<file path="src/rtl/dpot_pkg.sv">
package dpot_pkg;
  timeunit 1ns;
  timeprecision 1ps;

  typedef enum logic [1:0] {
    PU_RESET = 2'd0,
    PU_MID   = 2'd1,
    PU_LOAD  = 2'd2,
    PU_READY = 2'd3
  } pu_state_e;

  // Register indices on the decoded bus
  localparam int ADR_CODE_IDX = 0;
  localparam int ADR_MODE_IDX = 2;

  // Mid-scale wiper code applied while power comes up
  localparam int MID_CODE_VAL = 64;
endpackage

</file>
<file path="src/rtl/dpot_pwrup_seq.sv">
module dpot_pwrup_seq
  import dpot_pkg::*;
#(
  parameter int MID_CYCLES = 16
) (
  input  logic clk,
  input  logic rst,
  output logic load_o,
  output logic ready_o
);
  timeunit 1ns;
  timeprecision 1ps;

  localparam int CW = $clog2(MID_CYCLES + 1);
  localparam logic [CW-1:0] LAST = CW'(MID_CYCLES - 1);

  pu_state_e       state_q;
  logic [CW-1:0]   cnt_q;

  always_ff @(posedge clk) begin
    if (rst) begin
      state_q <= PU_RESET;
      cnt_q   <= '0;
    end else begin
      unique case (state_q)
        PU_RESET: begin
          state_q <= PU_MID;
          cnt_q   <= '0;
        end
        PU_MID: begin
          if (cnt_q == LAST) state_q <= PU_LOAD;
          else               cnt_q   <= cnt_q + 1'b1;
        end
        PU_LOAD:  state_q <= PU_READY;
        default:  state_q <= PU_READY;
      endcase
    end
  end

  assign load_o  = (state_q == PU_LOAD);
  assign ready_o = (state_q == PU_READY);

  // ready is entered only through the load step, and then stays
  a_r2_ready_via_load: assert property (@(posedge clk) disable iff (rst)
    $rose(ready_o) |-> $past(load_o));
  a_r2_ready_holds: assert property (@(posedge clk) disable iff (rst)
    ready_o |=> ready_o);
endmodule

</file>
<file path="src/rtl/dpot_nv_store.sv">
module dpot_nv_store #(
  parameter int          CODE_W       = 7,
  parameter int          NV_WR_CYCLES = 8,
  parameter logic [6:0]  INIT_VALUE   = 7'h40
) (
  input  logic              clk,
  input  logic              rst,
  input  logic              start_i,
  input  logic [CODE_W-1:0] data_i,
  output logic [CODE_W-1:0] value_o,
  output logic              busy_o
);
  timeunit 1ns;
  timeprecision 1ps;

  localparam int BW = $clog2(NV_WR_CYCLES + 1);

  // Non-volatile word: power-on value only, untouched by rst
  logic [CODE_W-1:0] ivr_q = CODE_W'(INIT_VALUE);
  logic [CODE_W-1:0] pend_q;
  logic [BW-1:0]     left_q;

  always_ff @(posedge clk) begin
    if (rst) begin
      left_q <= '0;
    end else if (left_q != '0) begin
      left_q <= left_q - 1'b1;
    end else if (start_i) begin
      left_q <= BW'(NV_WR_CYCLES);
    end
  end

  always_ff @(posedge clk) begin
    if (start_i && left_q == '0) pend_q <= data_i;
  end

  always_ff @(posedge clk) begin
    if (!rst && left_q == BW'(1)) ivr_q <= pend_q;
  end

  assign value_o = ivr_q;
  assign busy_o  = (left_q != '0);

  // the committed word changes only as busy drops
  a_r8_commit_at_end: assert property (@(posedge clk) disable iff (rst)
    !$stable(value_o) |-> ($past(busy_o) && !busy_o));
  // an accepted start raises busy on the next edge
  a_r8_busy_starts: assert property (@(posedge clk) disable iff (rst)
    (start_i && !busy_o) |=> busy_o);
endmodule

</file>
<file path="src/rtl/dpot_reg_access.sv">
module dpot_reg_access
  import dpot_pkg::*;
#(
  parameter int DATA_W = 8,
  parameter int CODE_W = 7,
  parameter int ADDR_W = 2
) (
  input  logic              clk,
  input  logic              rst,
  input  logic              ready_i,
  input  logic              load_i,
  input  logic [CODE_W-1:0] nv_value_i,
  input  logic              nv_busy_i,
  input  logic [ADDR_W-1:0] bus_addr,
  input  logic              bus_wr,
  input  logic [DATA_W-1:0] bus_wdata,
  input  logic              bus_rd,
  output logic              nv_start_o,
  output logic [CODE_W-1:0] nv_data_o,
  output logic [CODE_W-1:0] wiper_o,
  output logic [DATA_W-1:0] rd_data_o,
  output logic              rd_valid_o
);
  timeunit 1ns;
  timeprecision 1ps;

  localparam logic [ADDR_W-1:0] A_CODE   = ADDR_W'(ADR_CODE_IDX);
  localparam logic [ADDR_W-1:0] A_MODE   = ADDR_W'(ADR_MODE_IDX);
  localparam logic [CODE_W-1:0] MID      = CODE_W'(MID_CODE_VAL);
  localparam logic [DATA_W-1:0] MODE_VOL = {1'b1, {(DATA_W-1){1'b0}}};
  localparam int                PAD_W    = DATA_W - CODE_W;

  logic              wiper_q;
  logic [CODE_W-1:0] code_q;
  logic              vol_only_q;
  logic [DATA_W-1:0] rd_q;
  logic              rv_q;
  logic              hit_code, hit_mode, mode_ok, wr_code, wr_mode, rd_ok;
  logic [DATA_W-1:0] rd_mux;

  assign hit_code = (bus_addr == A_CODE);
  assign hit_mode = (bus_addr == A_MODE);
  assign mode_ok  = (bus_wdata == '0) || (bus_wdata == MODE_VOL);
  assign wr_code  = ready_i && bus_wr && hit_code && !nv_busy_i;
  assign wr_mode  = ready_i && bus_wr && hit_mode && mode_ok;
  assign rd_ok    = ready_i && bus_rd;

  assign nv_start_o = wr_code && !vol_only_q;
  assign nv_data_o  = bus_wdata[CODE_W-1:0];

  always_comb begin
    rd_mux = '0;
    if (hit_code) begin
      rd_mux = vol_only_q ? {{PAD_W{1'b0}}, code_q} : {{PAD_W{1'b0}}, nv_value_i};
    end else if (hit_mode) begin
      rd_mux = {vol_only_q, {(DATA_W-1){1'b0}}};
    end
  end

  always_ff @(posedge clk) begin
    if (rst) begin
      code_q     <= MID;
      vol_only_q <= 1'b0;
      rv_q       <= 1'b0;
      rd_q       <= '0;
    end else begin
      if (load_i)       code_q <= nv_value_i;
      else if (wr_code) code_q <= bus_wdata[CODE_W-1:0];
      if (wr_mode) vol_only_q <= bus_wdata[DATA_W-1];
      rv_q <= rd_ok;
      if (rd_ok) rd_q <= rd_mux;
    end
  end

  assign wiper_q    = 1'b0;
  assign wiper_o    = code_q;
  assign rd_data_o  = rd_q;
  assign rd_valid_o = rv_q;

  // no wiper change and no read response before ready
  a_r11_quiet_before_ready: assert property (@(posedge clk) disable iff (rst)
    (!ready_i && !load_i) |=> ($stable(code_q) && !rd_valid_o));
  // writes to the code address during busy leave the wiper alone
  a_r8_reject_busy: assert property (@(posedge clk) disable iff (rst)
    (bus_wr && hit_code && nv_busy_i && !load_i) |=> $stable(code_q));
  // illegal mode values are dropped
  a_r6_mode_illegal: assert property (@(posedge clk) disable iff (rst)
    (bus_wr && hit_mode && !mode_ok) |=> $stable(vol_only_q));
  // a response follows one edge after an accepted read strobe
  a_r10_rd_cadence: assert property (@(posedge clk) disable iff (rst)
    rd_valid_o |-> $past(bus_rd && ready_i));
endmodule

</file>
<file path="src/rtl/dpot_regctl.sv">
module dpot_regctl #(
  parameter int         DATA_W       = 8,
  parameter int         CODE_W       = 7,
  parameter int         ADDR_W       = 2,
  parameter int         MID_CYCLES   = 16,
  parameter int         NV_WR_CYCLES = 8,
  parameter logic [6:0] IVR_DEFAULT  = 7'h40
) (
  input  logic              clk,
  input  logic              rst,
  input  logic [ADDR_W-1:0] bus_addr,
  input  logic              bus_wr,
  input  logic [DATA_W-1:0] bus_wdata,
  input  logic              bus_rd,
  output logic [DATA_W-1:0] rd_data,
  output logic              rd_valid,
  output logic [CODE_W-1:0] wiper_code,
  output logic              nv_busy,
  output logic              ready
);
  timeunit 1ns;
  timeprecision 1ps;

  logic              load_w, ready_w, start_w, busy_w;
  logic [CODE_W-1:0] nv_val_w, nv_dat_w;

  dpot_pwrup_seq #(.MID_CYCLES(MID_CYCLES)) seq_i (
    .clk(clk), .rst(rst), .load_o(load_w), .ready_o(ready_w)
  );

  dpot_nv_store #(
    .CODE_W(CODE_W), .NV_WR_CYCLES(NV_WR_CYCLES), .INIT_VALUE(IVR_DEFAULT)
  ) nv_i (
    .clk(clk), .rst(rst), .start_i(start_w), .data_i(nv_dat_w),
    .value_o(nv_val_w), .busy_o(busy_w)
  );

  dpot_reg_access #(.DATA_W(DATA_W), .CODE_W(CODE_W), .ADDR_W(ADDR_W)) acc_i (
    .clk(clk), .rst(rst), .ready_i(ready_w), .load_i(load_w),
    .nv_value_i(nv_val_w), .nv_busy_i(busy_w),
    .bus_addr(bus_addr), .bus_wr(bus_wr), .bus_wdata(bus_wdata), .bus_rd(bus_rd),
    .nv_start_o(start_w), .nv_data_o(nv_dat_w), .wiper_o(wiper_code),
    .rd_data_o(rd_data), .rd_valid_o(rd_valid)
  );

  assign nv_busy = busy_w;
  assign ready   = ready_w;

  // the wiper moves only in the load step or on a ready-cycle write
  a_r2_wiper_source: assert property (@(posedge clk) disable iff (rst)
    !$stable(wiper_code) |-> ($past(load_w) || $past(ready_w && bus_wr)));
endmodule

</file>
<file path="config.mk">
export PLATFORM = sky130hd
export DESIGN_NAME = dpot_regctl
export DESIGN_NICKNAME = d
export VERILOG_FILES = /design/src/rtl/dpot_pkg.sv /design/src/rtl/dpot_pwrup_seq.sv /design/src/rtl/dpot_nv_store.sv /design/src/rtl/dpot_reg_access.sv /design/src/rtl/dpot_regctl.sv
export SDC_FILE = /design/constraint.sdc
export NUM_CORES = 1
export LEC_CHECK = 0
export ABC_AREA = 1
export BUFFER_PORTS_ARGS = -buffer_cell sky130_fd_sc_hd__buf_2
export CAP_MARGIN = 20
export CORE_UTILIZATION = 30
export CTS_CLUSTER_SIZE = 16
export DETAILED_ROUTE_END_ITERATION = 8
export PLACE_DENSITY = 0.47
export SETUP_SLACK_MARGIN = 0.1
export SYNTH_ARGS = -nofsm -noshare
export SYNTH_HDL_FRONTEND = slang
export SYNTH_SLANG_ARGS = --single-unit
export TNS_END_PERCENT = 30
</file>
<file path="constraint.sdc">
create_clock -name clk -period 5.1 [get_ports clk]
set_input_delay 0.255 -clock clk [delete_from_list [all_inputs] [get_ports clk]]
set_output_delay 0.255 -clock clk [all_outputs]
set_load 0.01 [all_outputs]
</file>
# Word level (Yosys, flattened, before mapping)
# Cells that the tools add are included.
# word_totals
ff_bits	42
output_inout_bits	18
wordCells	53
inputBits	14
# op_classes
eq_ne	9
n_addsub	2
n_reduce_logical	22
n_mux	11
# ops
operator	count
7-bit two-way mux	3
8-bit two-way mux	2
5-bit one-hot mux with 2 select lines	1
1-bit logical AND	9
8-bit == test (second input constant)	1
8-bit zero test	1
4-bit two-way mux	2
2-bit == test (second input constant)	3
2-bit nonzero test	3
5-bit by 1-bit adder with 5-bit output (second input constant)	1
5-bit by 4-bit == test with 1-bit output (second input constant)	1
5-bit two-way mux	1
4-bit by 1-bit == test with 1-bit output (second input constant)	1
2-bit zero test	2
4-bit zero test	1
2-bit one-hot mux with 2 select lines	1
4-bit nonzero test	1
4-bit by 1-bit subtractor with 4-bit output (second input constant)	1
1-bit zero test	3
2-bit by 1-bit == test with 1-bit output (second input constant)	1
2-bit two-way mux	1
2-bit by 1-bit inequality test with 1-bit output (second input constant)	1
2-bit inequality test (second input constant)	1
2-bit AND reduction	1
1-bit logical OR	1

# Depth between registers and ports, before layout
# Gate-level depths: netlist of the first run.
# logic_depth
word_depth	7
ltp_mapped	9
depth_no_buf	9

# By module
# Synthesis of the first run repeated with hierarchy kept, for this count alone.
# unflattened
hier_cells	238
hier_area_um2	1910.6
# modules_own_cells
mod	seq_area_each_um2	cells_per_inst	area_per_inst_um2	instances
dpot_reg_access	340.3	150	952.2	1
dpot_nv_store	500.5	42	621.8	1
dpot_pwrup_seq	140.1	46	336.6	1

# Worst setup path after synthesis of the first run
# Ideal clock, no wire load.
# synth_path
path_kind	register to register
from	reg acc_i.vol_only_q
to	reg nv_i.pend_q[0], enable pin
synth_period_minus_slack_ns	1.828
t_required_ns	4.710
n_path_buf	2
path_slack_ns	3.272
arrival_ns	1.438
path_stages_with_launch	4
setup_time_ns	0.390
path_cell_list	dfxtp_1 -> buf_2 -> clkbuf_1 -> nor4_1
# synth_via
elab_chain_len	3
# synth_rtl
element	line	text
from (decl)	dpot_reg_access.sv:35	logic vol_only_q;
from (signal assigned)	dpot_reg_access.sv:69	if (wr_mode) vol_only_q <= bus_wdata[DATA_W-1];
1-bit zero test	dpot_reg_access.sv:48	assign nv_start_o = wr_code && !vol_only_q;
1-bit logical AND	dpot_reg_access.sv:48	
1-bit logical AND	dpot_nv_store.sv:34	if (start_i && left_q == '0) pend_q <= data_i;
to (signal assigned)	dpot_nv_store.sv:34	
to (decl)	dpot_nv_store.sv:20	logic [CODE_W-1:0] pend_q;
# No other way between the ends.
# A chain may end at the register's enable or synchronous reset.

# Worst setup path in the final report of the first run
# layout_path
from	reg seq_i.cnt_q[0]
to	reg seq_i.cnt_q[1]
# layout_via
elab_chain_len	3
word_cells_on_any_way	6
cone_classes	add/sub (1); eq/ne (2); mux (2); reduce/logical (1)
# layout_rtl
element	line	text
from (decl)	dpot_pwrup_seq.sv:18	logic [CW-1:0] cnt_q;
from (signal assigned)	dpot_pwrup_seq.sv:32	else cnt_q <= cnt_q + 1'b1;
5-bit by 1-bit adder with 5-bit output / 5-bit by 4-bit == test with 1-bit output (equally long branches)	dpot_pwrup_seq.sv:32, dpot_pwrup_seq.sv:31	
5-bit two-way mux / 2-bit inequality test (equally long branches)	--	
5-bit one-hot mux with 2 select lines / 2-bit AND reduction (equally long branches)	--	
# Parallel ways exist; a longest one is shown, timed or not. The select of a mux whose other input is x is not followed.

==> metrics.yaml, run 1 <==
mostFrequentLayoutCells: "55 x nand2_1, 32 x buf_2, 30 x inv_1"
grt_start_max_net_pins: 29
post_drt_via_cell_ratio: 4.407
final_max_slew_viol_count: 0
detailedRoute.firstPassIterationCount: 4
post-place-cells: 325
via_count_of_the_first_global_routing_pass: 1302
synth.lib_cells_used.distinct: 27
ctsHoldBuffers: 0
tritoncts: "done"
async_reset_ff_frac: 0
yosys.area.top_type_share: 0.3033
post-route-period-util: 0.3097
critPathMaxFanout: 4
clock_buffers_created_by_tritoncts: 5
detailedPlacementHpwl_mm: 2.858
cp-end-kind: "register"
rows: 28
final.fill_count: 634
dieWidth_um: 80.49
post_synth_instance_area_sq_um: 1848
number_of_hold_slack_violations_in_the_final_timing_report: 0
multi_input_area_sq_um: 690.7
timing.max_cap.violations: 0
post_layout_nonfiller_instances: 334
cp_top_family: "adder cells"
critPathBufInv: 1
synthCells: 225
yosysWarningCount: 0
effective_utilization_at_floorplan: 0.3121
drt.antenna.violating_nets: 0
finalWorstPathRequiredPeriod_ns: 1.580
critical_path_launch_point_type: "register"
htreeDepth: 2
root_buffer: "clkbuf_8"
globalRoute.totalOverflow: 0
area_occupied_by_registers_sq_um: 980.9
rel_slew_slack: 0.6249
sum_of_negative_setup_slack_ns: 0
drt_first_iter_violations: 56
synth.largest_area_cell: "dfxtp_1"
portBuffers: 31
path_cells: "ha_1 > nand2_1 > nor2_1 > ha_1 > a21oi_1 > inv_1 > a22oi_1 > nor2_1"
reg2reg_slack_ns: 3.52
ys_seq_elements: 42
grt_setup_unrepaired: "false"
antenna-diode-count: 0
skew_ns: 0.005168
wire_length_of_the_first_global_routing_pass_mm: 6.472
power.density_cell_area_nw_per_um2: 321.7
worst_slew_pin_slew_ns: 0.5619
ctsLongestPathBuffers: 2
worstSetupPathType: "register to register"
gpl.final_weighted_congestion: 0.7330
synth_seq_area_share: 0.5308
synthToLayoutAreaGrowth_pct: 15.44
cts.repair.resized: 0
synth.top_cells.by_area: "dfxtp_1 30%, edfxtp_1 23%, nand2_1 11%, inv_1 6.1%, o21ai_0 5.4%"
nets: 274
worst_setup_startpoint: "seq_i.cnt_q[0]$_SDFFE_PP0P_"
top_level_ports: 32
synth_edf_count: 14
post-layout-total-power_w: 0.0006864
syn-num-nets: 241
commonest_non_fill_non_tap_cell_in_the_layout: "nand2_1"
global_route.usage.total: 0.1354
crit_arrival_ns: 1.76
mapped_avg_cell_area_sq_um: 8.213
finalWirelength_mm: 3.984
num_vias: 1472
utilization: 0.3603
postCtsSetupRepairBufs: 0
r2r-start: "seq_i.cnt_q[0]$_SDFFE_PP0P_"
drcViolationCount: 0
number_of_antenna_violations_at_the_first_check_in_global_routing: 0
worst_skew_pair.late_latency_ns: 0.29
achievable-frequency_mhz: 633.0
die-area_sq_um: 6478
timing.final.setup_violations: 0
cellLeakagePower_nw: 0.9640
vdd.ir_drop.worst_v: 0.0001177
cpPeakStageDelay_ns: 0.34
outcome: "complete, no violations"
wire_per_inst_um: 11.93
crit_slowest_cell: "dfxtp_1"
type_of_the_tightest_min_delay_check: "primary input to register"
synth_ff_type: "dfxtp_1"
numClockSinks: 42
worstHoldStart: "bus_wdata[3]"
layout-drive-gt1-share: 0.1892
critical_path_rt_ns: 5.28
design.core.area_sq_um: 5921
cts.clk_slew.worst_paths_ns: 0.08
die_y_um: 80.49
## worst register-to-register path, delay by kind of cell (launching register included)
family,cells,cell delay [ns]
flip-flops,1,0.34
AND/OR/NAND/NOR,3,0.16
buffers and inverters,1,0.11
adder cells (fa/ha/maj),2,0.44
AO/OA/AOI/OAI,2,0.42
## kinds of logic after synthesis
logic type      after synthesis  share of synthesized area
compound gates               42                     0.1178
fa+ha+maj                     2                    0.01354
flops                        42                     0.5308
simple gates                100                     0.2424
buf+inv                      39                    0.09546
## layer usage
metal,track usage,up-vias,share of wire
met4,0.06429,0,0.018
li1,-,788,-
met3,0.03068,6,0.039
met2,0.1983,27,0.41
met5,0,-,0
met1,0.1861,651,0.53
## cell usage after synthesis (2+ instances only)
cell / n
a21oi_1: 18
buf_6: 2
nand3_2: 3
inv_1: 30
o22ai_1: 2
nor2_4: 2
nor2_1: 21
inv_2: 2
clkbuf_1: 2
nor3_1: 2
ha_1: 2
nand2_2: 2
edfxtp_1: 14
o21ai_0: 20
nand2_1: 55
dfxtp_1: 28
nand3_1: 10
## metrics by stage
stage	worst slack, ns	hold slack (ns)	cell area, sq um
4_1_cts	3.142	0.1590	2128
3_3_place_gp	2.921	0.4043	2048
3_5_place_dp	2.845	0.4045	2048
6_report	3.520	0.1704	2133
2_1_floorplan	3.272	0.3318	1848
5_1_grt	3.355	0.1687	2133
## state kept, by name, indices dropped and copies added, names as in the netlist
register          flops
acc_i.rd_data_o       8
acc_i.wiper_o         7
nv_i.pend_q           7
nv_i.value_o          7
seq_i.cnt_q           5
nv_i.left_q           4
seq_i.state_q         2
acc_i.rd_valid_o      1
acc_i.vol_only_q      1
## worst paths after layout
kind,endpoint,depth (start not counted)
setup / recovery,seq_i.cnt_q[1]$_SDFFE_PP0P_,8
hold / removal,nv_i.pend_q[3]$_DFFE_PP_,1
setup reg to reg,seq_i.cnt_q[1]$_SDFFE_PP0P_,8
hold reg to reg,nv_i.value_o[6]$_DFFE_PP_,0
## where the power goes
| part | leakage, nW | internal (W) | switching [W] |
|---|---|---|---|
| sequential | 0.353 | 0.000365 | 0.00000884 |
| clock | 0.0395 | 0.0000974 | 0.000111 |
| combinational | 0.571 | 0.0000337 | 0.0000697 |
| total | 0.964 | 0.000496 | 0.000190 |
## area by class of cell
type                    count  share of cell area
well taps                  75             0.04399
flip-flops and latches     42              0.4598
repair buffers             33             0.07859
multi-input cells         144              0.3238
clock buffers               8             0.03754
inverters                  32             0.05630
No activity file was read; power rests on OpenSTA's default activity.
==> run 2: changes to the inputs <==
- PLACE_DENSITY: 0.47 -> 0.49
- clock period: 5.1 -> 1.3 ns (I/O delays scaled with it)
==> run 2 against run 1 <==
Effect of this change: the flow now finishes with violations (setup timing); register-to-register slack lost 3.6 ns; non-clock buffer count grew 24; critical path depth is the same; die area is the same; via count grew 8.8%; routed wire length grew 6.8%; cell area grew 18%; clock power grew to 4.2 times the previous value; hold slack lost 0.11 ns; flip-flop and latch count is the same; global-route usage grew 0.42 points; cell count grew 7.2%.
==> metrics.yaml, run 2 (synthesis results as in run 1) <==
outcome: "finished with violations"
failed_checks: "setup timing"
via_count_of_the_first_global_routing_pass: 1368  # +5.1%
detailedPlacementHpwl_mm: 2.953  # +3.3%
numClockSinks: 42  # unchanged
sum_of_negative_setup_slack_ns: -0.03564  # -0.03564 ns
type_of_the_tightest_min_delay_check: "primary input to register"
timing.final.setup_violations: 1  # +1
finalWorstPathRequiredPeriod_ns: 1.336  # -0.2440 ns
path_cells: "ha_4 > nand2_4 > nor2_4 > ha_4 > a21oi_4 > inv_2 > a22oi_2 > nor2_1"
cts.clk_slew.worst_paths_ns: 0.08  # about the same
ctsLongestPathBuffers: 2  # unchanged
cpPeakStageDelay_ns: 0.34  # about the same
timing.max_cap.violations: 0  # unchanged
grt_start_max_net_pins: 29  # unchanged
antenna-diode-count: 0  # unchanged
hold_path_cells: 3  # +2
globalRoute.totalOverflow: 0  # unchanged
worst_slew_pin_slew_ns: 0.2693  # -0.2925 ns
wire_per_inst_um: 11.89  # -0.33%
power.density_cell_area_nw_per_um2: 1197  # +270%
worstSetupPathType: "register to register"
crit_top_cell: "ha_4"
synthToLayoutAreaGrowth_pct: 35.95
critPathMaxFanout: 3  # -1
worst_r2r_path_depth: 8  # unchanged
die_y_um: 80.49  # unchanged
htreeDepth: 2  # unchanged
worst_setup_startpoint: "seq_i.cnt_q[0]$_SDFFE_PP0P_"
crit_arrival_ns: 1.52  # -0.24 ns
final_critical_path_setup_slack_ns: -0.03564  # -3.556 ns
wire_length_of_the_first_global_routing_pass_mm: 6.603  # +2.0%
dieWidth_um: 80.49  # unchanged
drt.antenna.violating_nets: 0  # unchanged
root_buffer: "clkbuf_8"
rows: 28  # unchanged
rel_slew_slack: 0.8185  # +0.1936
reg2reg_slack_ns: -0.04  # -3.56 ns
final.fill_count: 602  # -5.0%
tritoncts: "done"
wirelength_met1_mm: 2.089  # -1.5%
global_route.usage.total: 0.1397  # +0.004249
post_drt_via_cell_ratio: 4.472  # +1.5%
worst_skew_pair.late_latency_ns: 0.30  # about the same
vdd.ir_drop.worst_v: 0.0005169  # +340%
nets: 298  # +8.8%
stdcell_area_sq_um: 2512  # +18%
wl_met3_um: 174  # +12%
number_of_antenna_violations_at_the_first_check_in_global_routing: 0  # unchanged
number_of_flip_flops_in_the_largest_register: 8  # unchanged
clock_buffers_created_by_tritoncts: 5  # unchanged
dp_worst_setup_slack_ns: -0.1272  # -2.972 ns
critical_path_rt_ns: 1.49  # -3.79 ns
wl_met2_mm: 1.922  # +18%
number_of_hold_slack_violations_in_the_final_timing_report: 0  # unchanged
layout-drive-gt1-share: 0.3392  # +0.1500
skew_ns: 0.006531  # +0.001363 ns
num_vias: 1601  # +8.8%
r2r-start: "seq_i.cnt_q[0]$_SDFFE_PP0P_"
commonest_non_fill_non_tap_cell_in_the_layout: "nand2_1"
gpl.final_weighted_congestion: 0.8389  # +14%
achievable-frequency_mhz: 748.7  # +18%
endpoint: "seq_i.cnt_q[1]$_SDFFE_PP0P_"
top_level_ports: 32  # unchanged
grt_setup_unrepaired: "true"
portBuffers: 31  # unchanged
final_max_slew_viol_count: 0  # unchanged
routed.top_layer: "met4"
finalWirelength_mm: 4.256  # +6.8%
cp-end-kind: "register"
drt_first_iter_violations: 60  # +7.1%
drcViolationCount: 0  # unchanged
cellLeakagePower_nw: 1.119  # +16%
detailedRoute.firstPassIterationCount: 4  # unchanged
mostFrequentLayoutCells: "50 x nand2_1, 31 x buf_2, 25 x inv_1"
die-area_sq_um: 6478  # unchanged
regToRegEndpoint: "seq_i.cnt_q[1]$_SDFFE_PP0P_"
post-route-period-util: 1.027  # +0.7177
effective_utilization_at_floorplan: 0.3121  # unchanged
design.core.area_sq_um: 5921  # unchanged
crit_slowest_cell: "dfxtp_2"
critical_path_launch_point_type: "register"
postPlaceCellArea_sq_um: 2195  # +7.1%
## run 2: how the worst min path moves through the flow
stage | from | end | slack [ns]
CTS | bus_addr[1] | acc_i.rd_data_o[7]$_SDFFE_PP0P_ | 0.06
global route | bus_addr[1] | acc_i.rd_data_o[7]$_SDFFE_PP0P_ | 0.1
detailed placement | bus_wdata[6] | nv_i.pend_q[6]$_DFFE_PP_ | 0.28
finish | bus_addr[1] | acc_i.rd_data_o[7]$_SDFFE_PP0P_ | 0.06
global placement | bus_wdata[6] | nv_i.pend_q[6]$_DFFE_PP_ | 0.28
floorplan | rst | nv_i.left_q[0]$_SDFFE_PP0P_ | 0.14
## run 2: layout make-up
| cell class | count | area [sq um] | share of cell area |
|---|---|---|---|
| Clock inverter | 1 | 5.005 | 0.001992 |
| Timing Repair Buffer | 57 | 391.6 | 0.1559 |
| Inverter | 32 | 120.1 | 0.04781 |
| Tap cell | 75 | 93.84 | 0.03735 |
| Multi-Input combinational cell | 144 | 820.8 | 0.3267 |
| Clock buffer | 7 | 86.33 | 0.03436 |
| Sequential cell | 42 | 994.7 | 0.3959 |
## run 2: routing by layer
layer / global-route usage / vias up
met4: 0.07500 / 0
met3: 0.03068 / 6
met5: 0 / -
met2: 0.2085 / 24
li1: - / 834
met1: 0.1860 / 737
## run 2: worst max-delay path, delay by kind of cell, from the launching register on
kind / cells / cell delay, ns
flops: 1 / 0.34
fa+ha+maj: 2 / 0.34
compound gates: 2 / 0.30
simple gates: 3 / 0.17
buf+inv: 1 / 0.07
## run 2: repair_timing
item                                    in CTS  in global routing
hold buffers                                 7                  0
gates resized for setup                     12                 25
endpoints found under the hold margin        7                  0
endpoints found under the setup margin      21                 38
pin swaps                                    4                 14
buffers inserted                             3                  2
cloned                                       0                  0
## run 2: report_power, final
part           leakage [nW]  switching, W  total [W]  internal [W]
Sequential            0.357     0.0000493    0.00149       0.00144
Combinational         0.715      0.000371   0.000635      0.000264
Clock                0.0482      0.000457   0.000886      0.000429
## run 2: per-stage QoR
stage | instances | util | power, W | hold WS (ns)
detailed placement | 338 | 0.3707 | 0.002022 | 0.2816
global route | 358 | 0.4243 | 0.003182 | 0.09581
CTS | 356 | 0.4064 | 0.002960 | 0.05567
global placement | 338 | 0.3707 | 0.002015 | 0.2818
finish | 358 | 0.4243 | 0.003006 | 0.06141
floorplan | 225 | - | 0.001822 | 0.1418
==> run 3: changes to the inputs <==
- CAP_MARGIN: 20 -> 5
- CORE_UTILIZATION: 30 -> 49
- CTS_BUF_LIST: not set -> sky130_fd_sc_hd__clkbuf_8 sky130_fd_sc_hd__clkbuf_16
- PLACE_DENSITY: 0.49 -> 0.73
==> run 3 against run 2 <==
Effect of this change: the run still ends with setup timing left; largest cell class unchanged; hold slack got worse by 0.0061 ns; first-iteration DRC count increased by 90%; critical path depth unchanged; via count increased by 5.9%; fmax increased by 0.95%; flip-flop and latch count unchanged; sequential share of layout area decreased by 1.1 points; clock skew decreased by 0.0036 ns; cell area increased by 2.7%; global-route usage increased by 7.1 points; routed wire length increased by 7.1%; setup slack improved by 0.013 ns.
==> metrics.yaml, run 3 (synthesis results as in run 1) <==
r2r-start: "seq_i.cnt_q[0]$_SDFFE_PP0P_"
cts.clk_slew.worst_paths_ns: 0.07  # about the same
post-layout-total-power_w: 0.003170  # +5.5%
timing.final.setup_violations: 3  # +2
worst_setup_startpoint: "seq_i.cnt_q[0]$_SDFFE_PP0P_"
drt.antenna.violating_nets: 0  # unchanged
drcViolationCount: 0  # unchanged
tritoncts: "done"
worstSetupPathType: "register to register"
power.sequential.fraction: 0.468  # -0.026
outcome: "finished with violations"
die-area_sq_um: 4021  # -38%
finalWirelength_mm: 4.557  # +7.1%
global_route.usage.total: 0.2103  # +0.07066
path_cells: "ha_4 > nand2_4 > nor2_4 > ha_4 > a21oi_4 > inv_2 > a22oi_2 > nor2_1"
final_max_slew_viol_count: 0  # unchanged
critPathMaxFanout: 3  # unchanged
die_y_um: 63.41  # -21%
mostFrequentLayoutCells: "47 x nand2_1, 31 x buf_2, 27 x inv_1"
achievable-frequency_mhz: 755.8  # +0.95%
cellLeakagePower_nw: 1.145  # +2.3%
worst_skew_pair.late_latency_ns: 0.30  # about the same
rows: 21  # -25%
cp-end-kind: "register"
antenna-diode-count: 0  # unchanged
postPlaceCellArea_sq_um: 2146  # -2.2%
number_of_hold_slack_violations_in_the_final_timing_report: 0  # unchanged
power_switching_share: 0.2850  # -0.006682
crit_slowest_cell: "dfxtp_2"
clockPowerShare: 0.311  # +0.016
numClockSinks: 42  # unchanged
wire_length_of_the_first_global_routing_pass_mm: 6.306  # -4.5%
crit_arrival_ns: 1.51  # about the same
grt_setup_unrepaired: "true"
number_of_flip_flops_in_the_largest_register: 8  # unchanged
dp_worst_setup_slack_ns: -0.1411  # -0.01397 ns
synthToLayoutAreaGrowth_pct: 39.61
grt_start_max_net_pins: 26  # -10%
top_level_ports: 32  # unchanged
crit_top_cell: "ha_4"
clock_buffers_created_by_tritoncts: 5  # unchanged
root_buffer: "clkbuf_8"
detailedPlacementHpwl_mm: 2.705  # -8.4%
number_of_antenna_violations_at_the_first_check_in_global_routing: 0  # unchanged
via_count_of_the_first_global_routing_pass: 1401  # +2.4%
critical_path_launch_point_type: "register"
type_of_the_tightest_min_delay_check: "primary input to register"
globalRoute.totalOverflow: 0  # unchanged
stdcell_area_sq_um: 2580  # +2.7%
finalWorstPathRequiredPeriod_ns: 1.323  # -0.01255 ns
post_drt_via_cell_ratio: 5.155  # +15%
total_switching_power_w: 0.0009036  # +3.0%
htreeDepth: 2  # unchanged
gpl.final_weighted_congestion: 0.8205  # -2.2%
cell_internal_pwr_w: 0.002267  # +6.4%
regToRegEndpoint: "seq_i.cnt_q[1]$_SDFFE_PP0P_"
post-route-period-util: 1.018  # -0.009657
wire_per_inst_um: 13.85  # +17%
worst_r2r_path_depth: 8  # unchanged
drt_first_iter_violations: 114  # +90%
worstHoldStart: "bus_addr[1]"
timing.max_cap.violations: 0  # unchanged
final_critical_path_setup_slack_ns: -0.02308  # +0.01255 ns
comb_power_share: 0.220  # +0.009
power.density_cell_area_nw_per_um2: 1229  # +2.7%
critical_path_rt_ns: 1.49  # about the same
effective_utilization_at_floorplan: 0.5328  # +0.2207
worst_slew_pin_slew_ns: 0.3012  # +0.03181 ns
endpoint: "seq_i.cnt_q[1]$_SDFFE_PP0P_"
vdd.ir_drop.worst_v: 0.0008092  # +57%
reg2reg_slack_ns: -0.02  # about the same
dieWidth_um: 63.41  # -21%
rel_slew_slack: 0.7987  # -0.01980
commonest_non_fill_non_tap_cell_in_the_layout: "nand2_1"
failed_checks: "setup timing"
ctsLongestPathBuffers: 2  # unchanged
nets: 298  # unchanged
layout-drive-gt1-share: 0.3852  # +0.04594
design.core.area_sq_um: 3468  # -41%
cpPeakStageDelay_ns: 0.34  # about the same
portBuffers: 31  # unchanged
detailedRoute.firstPassIterationCount: 5  # +1
num_vias: 1696  # +5.9%
skew_ns: 0.002926  # -0.003605 ns
[run 3: layer usage]
metal	GRT usage	vias up	part of all wire
met5	0	-	0
met4	0.08807	0	0.027
met3	0.06522	11	0.057
met2	0.3391	57	0.49
met1	0.2581	785	0.43
li1	-	843	-
[run 3: timing repair]
| action | 4_1_cts | 5_1_grt |
|---|---|---|
| hold endpoints to repair | 7 | 0 |
| hold buffers | 7 | 0 |
| setup buffers | 2 | 3 |
| endpoints found under the setup margin | 22 | 32 |
| pin swaps | 4 | 22 |
| resized for setup | 20 | 39 |
[run 3: cell type report]
cell class,count,area [sq um]
clock buffers,5,68.82
clock inverters,3,37.54
fillers,262,888.4
inverters,32,122.6
multi-input cells,144,914.6
flip-flops and latches,42,992.2
well taps,46,57.56
repair buffers,57,386.6
[run 3: power by group through the flow]
stage	sequential (W)	combinational (W)	clock, W
after floorplan	0.00150	0.000326	0
after global placement	0.00150	0.000490	0
after detailed placement	0.00150	0.000504	0
after CTS	0.00148	0.000579	0.000998
after global routing	0.00149	0.000739	0.00106
final	0.00148	0.000699	0.000987
[run 3: worst min-delay path by stage]
stage / slack, ns / end / depth (start not counted)
after global routing: 0.07 / acc_i.rd_data_o[7]$_SDFFE_PP0P_ / 3
after floorplan: 0.14 / nv_i.left_q[0]$_SDFFE_PP0P_ / 1
after global placement: 0.28 / nv_i.pend_q[2]$_DFFE_PP_ / 1
after detailed placement: 0.28 / nv_i.pend_q[2]$_DFFE_PP_ / 1
final: 0.06 / acc_i.rd_data_o[7]$_SDFFE_PP0P_ / 3
after CTS: 0.05 / acc_i.rd_data_o[7]$_SDFFE_PP0P_ / 3
[run 3: worst max-delay path: cells and delay by family (launching register included)]
family / cells / cell delay [ns]
buffers and inverters: 1 / 0.08
flip-flops: 1 / 0.34
AO/OA/AOI/OAI: 2 / 0.27
AND/OR/NAND/NOR: 3 / 0.18
adder cells (fa/ha/maj): 2 / 0.35
[run 3: per-stage QoR]
stage               hold WS [ns]  instances  TNS (ns)    util
CTS                      0.05353        326  -0.03869  0.6912
floorplan                 0.1418        225   -0.2053       -
global route             0.07180        329   -0.6512  0.7439
detailed placement        0.2815        309   -0.6684  0.6187
finish                   0.05533        329  -0.03051  0.7439
global placement          0.2800        309   -0.3671  0.6187
